<file path="src/rtl/rxf_pkg.sv">
package rxf_pkg;

  localparam int REG_W     = 32;
  localparam int MAC_W     = 48;
  localparam int VALID_BIT = 31;
  localparam int LOW_BYTES = REG_W / 8;

  typedef logic [MAC_W-1:0] mac_t;

  // Usable as an individual address: not group, not broadcast, not zero.
  function automatic logic mac_is_individual(mac_t a);
    return !a[0] && (a != {MAC_W{1'b1}}) && (a != '0);
  endfunction

endpackage

</file>
<file path="src/rtl/rxf_entry_table.sv">
module rxf_entry_table
  import rxf_pkg::*;
#(
  parameter int N_SLOTS  = 16,
  parameter int ADDR_W   = 5,
  parameter int POOL_LSB = 18,
  parameter int POOL_W   = 4
) (
  input  logic                            clk,
  input  logic                            rst,
  input  logic                            we,
  input  logic [ADDR_W-1:0]               addr,
  input  logic [REG_W-1:0]                wdata,
  input  logic                            init_clear,
  output logic [REG_W-1:0]                rdata,
  output logic [N_SLOTS-1:0][MAC_W-1:0]   mac_o,
  output logic [N_SLOTS-1:0]              valid_o,
  output logic [N_SLOTS-1:0][POOL_W-1:0]  pool_o
);

  localparam int IDX_W = ADDR_W - 1;
  localparam int HI_MAC_W = MAC_W - REG_W;

  logic [REG_W-1:0] lo_q [N_SLOTS];
  logic [REG_W-1:0] hi_q [N_SLOTS];
  logic [IDX_W-1:0] slot_sel;

  assign slot_sel = addr[ADDR_W-1:1];

  for (genvar i = 0; i < N_SLOTS; i++) begin : g_slot
    logic sel;
    assign sel = we && (slot_sel == IDX_W'(i));

    always_ff @(posedge clk) begin
      if (rst) begin
        lo_q[i] <= '0;
        hi_q[i] <= '0;
      end else if (init_clear && (i != 0)) begin
        lo_q[i] <= '0;
        hi_q[i] <= '0;
      end else if (sel) begin
        if (addr[0]) hi_q[i] <= wdata;
        else         lo_q[i] <= wdata;
      end
    end

    assign mac_o[i]   = {hi_q[i][HI_MAC_W-1:0], lo_q[i]};
    assign valid_o[i] = hi_q[i][VALID_BIT];
    assign pool_o[i]  = hi_q[i][POOL_LSB +: POOL_W];

    if (i == 0) begin : g_keep
      AST_INIT_KEEPS_SLOT0: assert property (@(posedge clk) disable iff (rst)
        (init_clear && !sel) |=> ($stable(lo_q[i]) && $stable(hi_q[i])));
    end else begin : g_clr
      AST_INIT_CLEARS_SLOT: assert property (@(posedge clk) disable iff (rst)
        init_clear |=> (lo_q[i] == '0 && hi_q[i] == '0));
    end
  end

  always_ff @(posedge clk) begin
    if (rst) rdata <= '0;
    else     rdata <= addr[0] ? hi_q[slot_sel] : lo_q[slot_sel];
  end

  AST_WRITE_READBACK: assert property (@(posedge clk) disable iff (rst)
    (we && !init_clear) |=> (addr[0] ? hi_q[$past(slot_sel)] : lo_q[$past(slot_sel)]) == $past(wdata));

endmodule

</file>
<file path="src/rtl/rxf_match.sv">
module rxf_match
  import rxf_pkg::*;
#(
  parameter int N_SLOTS = 16,
  parameter int POOL_W  = 4
) (
  input  logic                            clk,
  input  logic                            rst,
  input  logic [N_SLOTS-1:0][MAC_W-1:0]   mac_i,
  input  logic [N_SLOTS-1:0]              valid_i,
  input  logic [N_SLOTS-1:0][POOL_W-1:0]  pool_i,
  input  logic                            da_valid,
  input  mac_t                            da_addr,
  output logic                            hit_valid,
  output logic                            hit,
  output logic [$clog2(N_SLOTS)-1:0]      hit_index,
  output logic [POOL_W-1:0]               hit_pool
);

  localparam int IDX_W = $clog2(N_SLOTS);

  logic [N_SLOTS-1:0] match_vec;
  logic               any_d;
  logic [IDX_W-1:0]   idx_d;
  logic [POOL_W-1:0]  pool_d;

  for (genvar i = 0; i < N_SLOTS; i++) begin : g_cmp
    assign match_vec[i] = valid_i[i] && (mac_i[i] == da_addr);
  end

  // Walk downward so the lowest matching slot is the last one assigned.
  always_comb begin
    any_d = 1'b0;
    idx_d = '0;
    for (int i = N_SLOTS - 1; i >= 0; i--) begin
      if (match_vec[i]) begin
        any_d = 1'b1;
        idx_d = IDX_W'(i);
      end
    end
    pool_d = any_d ? pool_i[idx_d] : '0;
  end

  always_ff @(posedge clk) begin
    if (rst) begin
      hit_valid <= 1'b0;
      hit       <= 1'b0;
      hit_index <= '0;
      hit_pool  <= '0;
    end else begin
      hit_valid <= da_valid;
      hit       <= da_valid && any_d;
      hit_index <= da_valid ? idx_d  : '0;
      hit_pool  <= da_valid ? pool_d : '0;
    end
  end

  AST_RESULT_FOLLOWS_STROBE: assert property (@(posedge clk) disable iff (rst)
    da_valid |=> hit_valid);
  AST_NO_SPURIOUS_RESULT: assert property (@(posedge clk) disable iff (rst)
    !da_valid |=> !hit_valid);
  AST_HIT_QUALIFIED: assert property (@(posedge clk) disable iff (rst)
    hit |-> hit_valid);
  AST_MISS_FIELDS_ZERO: assert property (@(posedge clk) disable iff (rst)
    (hit_valid && !hit) |-> (hit_index == '0 && hit_pool == '0));
  AST_INVALID_NEVER_HITS: assert property (@(posedge clk) disable iff (rst)
    (da_valid && valid_i == '0) |=> !hit);

endmodule

</file>
<file path="src/rtl/rxf_addr_qualify.sv">
module rxf_addr_qualify
  import rxf_pkg::*;
(
  input  logic clk,
  input  logic rst,
  input  logic cand_valid,
  input  mac_t cand_addr,
  output logic cand_done,
  output logic cand_ok
);

  always_ff @(posedge clk) begin
    if (rst) begin
      cand_done <= 1'b0;
      cand_ok   <= 1'b0;
    end else begin
      cand_done <= cand_valid;
      cand_ok   <= cand_valid && mac_is_individual(cand_addr);
    end
  end

  AST_CAND_LATENCY: assert property (@(posedge clk) disable iff (rst)
    cand_valid |=> cand_done);
  AST_GROUP_REJECTED: assert property (@(posedge clk) disable iff (rst)
    (cand_valid && cand_addr[0]) |=> !cand_ok);
  AST_OK_QUALIFIED: assert property (@(posedge clk) disable iff (rst)
    cand_ok |-> cand_done);

endmodule

</file>
<file path="src/rtl/rx_addr_filter.sv">
module rx_addr_filter
  import rxf_pkg::*;
#(
  parameter int NUM_ENTRIES = 16,
  parameter int POOL_LSB    = 18,
  parameter int POOL_W      = 4
) (
  input  logic                            clk,
  input  logic                            rst,
  input  logic                            cfg_we,
  input  logic [$clog2(NUM_ENTRIES):0]    cfg_addr,
  input  logic [31:0]                     cfg_wdata,
  output logic [31:0]                     cfg_rdata,
  input  logic                            init_clear,
  input  logic                            da_valid,
  input  logic [47:0]                     da_addr,
  output logic                            hit_valid,
  output logic                            hit,
  output logic [$clog2(NUM_ENTRIES)-1:0]  hit_index,
  output logic [POOL_W-1:0]               hit_pool,
  input  logic                            cand_valid,
  input  logic [47:0]                     cand_addr,
  output logic                            cand_done,
  output logic                            cand_ok
);

  localparam int ADDR_W = $clog2(NUM_ENTRIES) + 1;

  logic [NUM_ENTRIES-1:0][MAC_W-1:0]  tbl_mac;
  logic [NUM_ENTRIES-1:0]             tbl_valid;
  logic [NUM_ENTRIES-1:0][POOL_W-1:0] tbl_pool;

  rxf_entry_table #(
    .N_SLOTS (NUM_ENTRIES),
    .ADDR_W  (ADDR_W),
    .POOL_LSB(POOL_LSB),
    .POOL_W  (POOL_W)
  ) u_table (
    .clk       (clk),
    .rst       (rst),
    .we        (cfg_we),
    .addr      (cfg_addr),
    .wdata     (cfg_wdata),
    .init_clear(init_clear),
    .rdata     (cfg_rdata),
    .mac_o     (tbl_mac),
    .valid_o   (tbl_valid),
    .pool_o    (tbl_pool)
  );

  rxf_match #(
    .N_SLOTS(NUM_ENTRIES),
    .POOL_W (POOL_W)
  ) u_match (
    .clk      (clk),
    .rst      (rst),
    .mac_i    (tbl_mac),
    .valid_i  (tbl_valid),
    .pool_i   (tbl_pool),
    .da_valid (da_valid),
    .da_addr  (da_addr),
    .hit_valid(hit_valid),
    .hit      (hit),
    .hit_index(hit_index),
    .hit_pool (hit_pool)
  );

  rxf_addr_qualify u_qual (
    .clk       (clk),
    .rst       (rst),
    .cand_valid(cand_valid),
    .cand_addr (cand_addr),
    .cand_done (cand_done),
    .cand_ok   (cand_ok)
  );

endmodule

</file>
<file path="config.mk">
export PLATFORM = sky130hd
export DESIGN_NAME = rx_addr_filter
export DESIGN_NICKNAME = d
export VERILOG_FILES = /design/src/rtl/rxf_pkg.sv /design/src/rtl/rxf_entry_table.sv /design/src/rtl/rxf_match.sv /design/src/rtl/rxf_addr_qualify.sv /design/src/rtl/rx_addr_filter.sv
export SDC_FILE = /design/constraint.sdc
export NUM_CORES = 2
export LEC_CHECK = 0
export CORE_ASPECT_RATIO = 0.7
export CORE_MARGIN = 4
export CORE_UTILIZATION = 55
export DETAILED_ROUTE_END_ITERATION = 10
export PLACE_DENSITY = 0.76
export SKIP_LAST_GASP = 1
export SLEW_MARGIN = 0
export SYNTH_ARGS = -nofsm -noshare
export SYNTH_HDL_FRONTEND = slang
export SYNTH_HIERARCHICAL = 1
export SYNTH_SLANG_ARGS = --single-unit
</file>
<file path="constraint.sdc">
create_clock -name clk -period 7 [get_ports clk]
set_input_delay 1.75 -clock clk [delete_from_list [all_inputs] [get_ports clk]]
set_output_delay 1.75 -clock clk [all_outputs]
set_load 0.05 [all_outputs]
</file>
Yosys cells after proc, flatten, opt, wreduce, memory -nomap -nowiden
Memories as Yosys holds them, arrays and structs flattened.
Cells that the tools add are included.
W data, S select, Z words.
- memory bits (read-only): 0
- flip-flop bits (word level): 44
- RAM bits: 1024
- input port bits: 139
- word-level logic and storage cells: 377
- memories kept: 2
- bits in latches: 0
- output and inout port bits: 44
- div/mod/pow operators: 0
- bitwise logic cells: 64
- equal/unequal tests: 32
- multiplexer cells: 230
- order comparisons: 1
- reductions and logical operators: 41
- multipliers: 0
- add/sub/neg operators: 0
- shift operators: 0
- memories (memory ; depth ; bits a word ; read ports ; clocked after Yosys merged registers in ; wr ports ; RTL line ; text):
    u_table.hi_q ; 16 ; 32 ; 17 ; 0 ; 16 ; rxf_entry_table.sv:25 ; logic [REG_W-1:0] hi_q [N_SLOTS];
    u_table.lo_q ; 16 ; 32 ; 17 ; 0 ; 16 ; rxf_entry_table.sv:24 ; logic [REG_W-1:0] lo_q [N_SLOTS];
- operators with widths (kind ; number):
    $mux W32 ; 63
    $eq A48 B48 Y1 ; 16
    $mux W1 ; 149
    $mux W4 ; 17
    $or A1 B1 Y1 ; 62
    $ne A48 B48 Y1 const B ; 1
    $reduce_bool A48 Y1 ; 1
    $logic_and A1 B1 Y1 ; 36
    $eq A4 B4 Y1 const B ; 8
    $bmux W4 S4 ; 1
    $eq A4 B3 Y1 const B ; 4
    $eq A4 B2 Y1 const B ; 2
    $lt A4 B5 Y1 const B ; 1
    $eq A4 B1 Y1 const B ; 1
    $logic_not A4 Y1 ; 1
    $reduce_or A3 Y1 ; 1
    $not A1 Y1 ; 2
    $reduce_or A2 Y1 ; 1
    $logic_not A1 Y1 ; 1

Longest topological paths before layout
- depth in word-level cells: 20
- depth in mapped cells: 16
- mapped depth without buffers: 12

By module
The synthesis kept the hierarchy.
- by module, submodules not included (module ; area an instance (um^2) ; cells each ; seq. area each (um^2) ; times used):
    rxf_entry_table ; 50260.7 ; 3459 ; 31390.1 ; 1
    rxf_match ; 10032.1 ; 1308 ; 200.2 ; 1
    rxf_addr_qualify ; 178.9 ; 20 ; 40.0 ; 1

Worst setup path before layout
OpenSTA, ideal clock, no wires.
- path kind: input -> register
- start: input port cfg_addr[2]
- end: memory u_table.hi_q[8][0] (enable)
- setup slack: 1.655 ns
- library setup time: 0.466 ns
- required time: 6.534 ns
- path buffers: 3
- stages on the path: 5
- arrival: 4.879 ns
- cells stage by stage: buf_6 buf_12 or3b_1 buf_4 o21ai_0
- RTL lines (what ; RTL line ; text):
    start: declaration ; rx_addr_filter.sv:11 ; input logic [$clog2(NUM_ENTRIES):0] cfg_addr,
    end: declaration ; rxf_entry_table.sv:25 ;

Worst setup path after layout
- start: input port da_addr[47]
- end: register u_match.hit_pool[2]
- cells in the longest elaborated chain, start to end: 20
- elaborated cells between the ends (all ways): 68
- those cells by class: eq/ne: 16; mux: 34; bitwise: 1; reduce/logical: 17
- ends and longest elaborated chain (what ; RTL line ; text):
    start: declaration ; rx_addr_filter.sv:16 ; input logic [47:0] da_addr,
    $eq A48 B48 Y1 ; rxf_match.sv:28 ; assign match_vec[i] = valid_i[i] && (mac_i[i] == da_addr);
    $logic_and A1 B1 Y1 ; rxf_match.sv:28 ;
    $mux W4 / $mux W1 (equally long branches) (16 in series) ; rxf_match.sv:36 ; if (match_vec[i]) begin
    $bmux W4 S4 / $not A1 Y1 (equally long branches) ; n/a ;
    $mux W4 (implied by the code) / $reduce_or A3 Y1 (equally long branches) ; n/a ;
    end signal: assignment ; rxf_match.sv:54 ; hit_pool <= da_valid ? pool_d : '0;
    end: declaration ; rxf_match.sv:17 ; output logic [POOL_W-1:0] hit_pool
Parallel ways exist; a longest one is shown, timed or not. The select of a mux whose other input is x is not followed.
A chain may end at the register's enable or synchronous reset.

==> metrics.yaml <==
status: "complete, no violations"
switching_power_mw: 4.55
postPlaceCellArea_mm2: 0.0621
required_ns: 7.64
die_area_mm2: 0.115
grt_pass1_wl_um: 357000
grt_overflow_total: 0
yosys.cell_types.count: 75
timing.final.crit_period_ns: 6.30
grt_pass1_vias: 38716
ys_seq_area_share_pct: 52.3
p_leak_nw: 24.2
rows: 101
peakVddDrop_mv: 0.220
synth-edff-count: 1024
pwr-share-seq_pct: 49.1
drt_first_pass_iters: 8
drt_iter0_drc: 8914
place_congestion: 1.11
syn_avg_cell_area_um2: 12.6
synth_seq_cells: 1068
grt_usage_pct: 46.3
synthCells: 4787
instances_no_fill: 6089
yosys_warnings: 6
start_util_pct: 55.6
hp-class: "reg2reg"
drtAntennaViolNets: 0
viasPerCell: 6.93
max_freq_mhz: 159
clkLatencyLatePin_ns: 0.75
cts_buffers: 103
sw_frac_of_total_pct: 29.3
setup_viol: 0
dp_hpwl_um: 195000
cts.clk_slew.worst_paths_ns: 0.06
p_comb_share_pct: 15.2
vias: 42195
io_pins: 183
cts_resized: 0
crit_fanout: 16
cts_tree: "done"
cp-start-kind: "input port"
p_per_area_mw_per_mm2: 238
finalCritPeriodShare_pct: 90.0
end_kind: "flip-flop"
cts_hold_buffers: 0
final_layout_size_suffix_gt1_share_pct: 14.5
cts_setup_buffers: 0
critPathArrivalTime_ns: 6.94
drt_wl_total_um: 271000
path_class: "in2reg"
power.total_mw: 15.5
p_clk_share_pct: 35.7
ys.flop_type: "edfxtp_1"
core_area_mm2: 0.109
nNetsFinal: 4693
worst_slack_ns: 0.697
final_util_pct: 60.0
grt_max_degree: 106
hold_viol_final: 0
chipWidth_um: 404
worstMarginPinSlew_ns: 1.42
wl_per_cell_um: 44.5
timing.final.max_slew_violations: 0
die_y_um: 285
root_buffer: "clkbuf_16"
area_growth_pct: 7.98
syn-num-nets: 4926
antenna_found_initial: 31
placed_cells: 5890
slew_headroom_pct: 5.61
place_ws_ns: 0.307
clock_skew_ns: 0.0348
timing.hold.ws_ns: 0.826
max_cap_violations: 0
internal-power_mw: 11.0
portBuffers: 182
clockBufferDepth: 3
drc: 0
netlist_area_mm2: 0.0605
async_reset_ff_share_pct: 0
rsz0062_at_grt: "false"
setup_tns_ns: 0
fin_area_mm2: 0.0653
clock_sinks: 1068
h-tree-depth: 3
## sequential cells by signal, indices dropped and copies added, names as in the netlist
signal             flops
u_table/rdata         32
u_match/hit_index      4
u_match/hit_pool       4
u_qual/cand_ok         1
u_table/lo_q         512
u_qual/cand_done       1
u_table/hi_q         512
u_match/hit_valid      1
u_match/hit            1
## worst paths after layout
| check | from | endpoint | slack (ns) | cells after the start |
|---|---|---|---|---|
| setup / recovery | da_addr[47] | u_match/hit_pool[2] | 0.70 | 14 |
| hold / removal | u_table/hi_q[3][19] | u_match/hit_pool[1] | 0.83 | 4 |
| setup reg to reg | u_table/lo_q[14][14] | u_match/hit_pool[2] | 2.32 | 14 |
| hold reg to reg | u_table/hi_q[3][19] | u_match/hit_pool[1] | 0.83 | 4 |
## worst max-delay path, cell delays in order
cell,delay (ns)
clkdlybuf4s50_1,1.12
buf_4,0.53
xnor2_1,0.35
nand4_1,0.28
nor4_1,0.59
nand4_1,0.66
nand2_1,0.27
a211o_1,0.15
or2_1,0.19
buf_4,0.27
o22ai_1,0.12
mux2i_1,0.28
a22oi_1,0.14
o211ai_1,0.21
## layer usage
metal	global-route usage, %	vias up	share of wire (%)
met4	16.9	22	4.9
met5	0	-	0.059
li1	-	16332	-
met3	29.2	575	20
met1	63.7	21217	37
met2	58.4	4049	37
## layout by cell type, fill, tap and decap left out, types with 10 or more instances in the layout
cell / n
inv_1: 44
edfxtp_1: 1024
dfxtp_1: 44
o21ai_4: 30
nand2b_1: 12
nand4_1: 111
o211a_1: 12
nand3_1: 27
mux2i_1: 232
mux4_2: 138
a21oi_1: 36
o22ai_1: 46
buf_12: 23
nor4_1: 106
buf_4: 211
nor2_1: 13
or2_2: 20
clkbuf_1: 21
a211oi_1: 28
nor3_1: 15
xor2_1: 313
and2_1: 1025
nor2_4: 16
xnor2_1: 399
clkdlybuf4s50_1: 176
nand2_1: 29
a221oi_1: 49
o211ai_1: 10
nor2_2: 15
clkinvlp_4: 11
clkinv_1: 23
o221ai_1: 38
mux4_1: 22
mux2_2: 24
clkbuf_16: 105
a221oi_2: 17
o21ai_1: 31
clkinv_2: 19
## cell families after synthesis
group                  share of synthesized area (%)
multiplexers                                    10.4
AND/OR/NAND/NOR                                 14.7
AO/OA/AOI/OAI                                   4.44
buffers and inverters                           7.86
flip-flops                                      52.3
XOR/XNOR                                        10.3
## power groups by stage
stage | clock [mW] | sequential (mW) | combinational, mW
2_1_floorplan | 0 | 7.67 | 1.21
3_3_place_gp | 0 | 7.73 | 2.21
3_5_place_dp | 0 | 7.73 | 2.20
4_1_cts | 5.54 | 7.60 | 2.21
5_1_grt | 5.81 | 7.63 | 2.33
6_report | 5.54 | 7.62 | 2.37
## area by class of cell
class	instances	area, µm²
Fill cell	8536	43500
Sequential cell	1068	31600
Timing Repair Buffer	416	3860
Antenna cell	7	17.5
Tap cell	1442	1800
Inverter	44	165
Clock buffer	126	2710
Clock inverter	65	494
Multi-Input combinational cell	2921	24600
## Yosys cell counts (17+ instances only)
| library cell | count | area [µm²] |
|---|---|---|
| nor4_1 | 106 | 663 |
| nand3_1 | 28 | 140 |
| a21oi_1 | 36 | 180 |
| dfxtp_1 | 44 | 881 |
| o21ai_1 | 31 | 155 |
| clkbuf_1 | 276 | 1040 |
| o21ai_0 | 38 | 190 |
| o22ai_1 | 46 | 288 |
| mux2i_1 | 232 | 2320 |
| mux2_2 | 24 | 270 |
| a221oi_1 | 49 | 429 |
| nand2_1 | 29 | 109 |
| xor2_1 | 313 | 2740 |
| inv_1 | 44 | 165 |
| nand4_1 | 111 | 694 |
| a211oi_1 | 28 | 210 |
| mux4_1 | 22 | 578 |
| nor2_1 | 40 | 150 |
| o221ai_1 | 38 | 333 |
| buf_4 | 356 | 2670 |
| buf_2 | 81 | 405 |
| or2_2 | 20 | 125 |
| a221oi_2 | 17 | 255 |
| and2_1 | 1025 | 6410 |
| xnor2_1 | 399 | 3490 |
| mux4_2 | 138 | 3110 |
| edfxtp_1 | 1024 | 30700 |
Note: power is estimated with default switching activity, not from simulation.
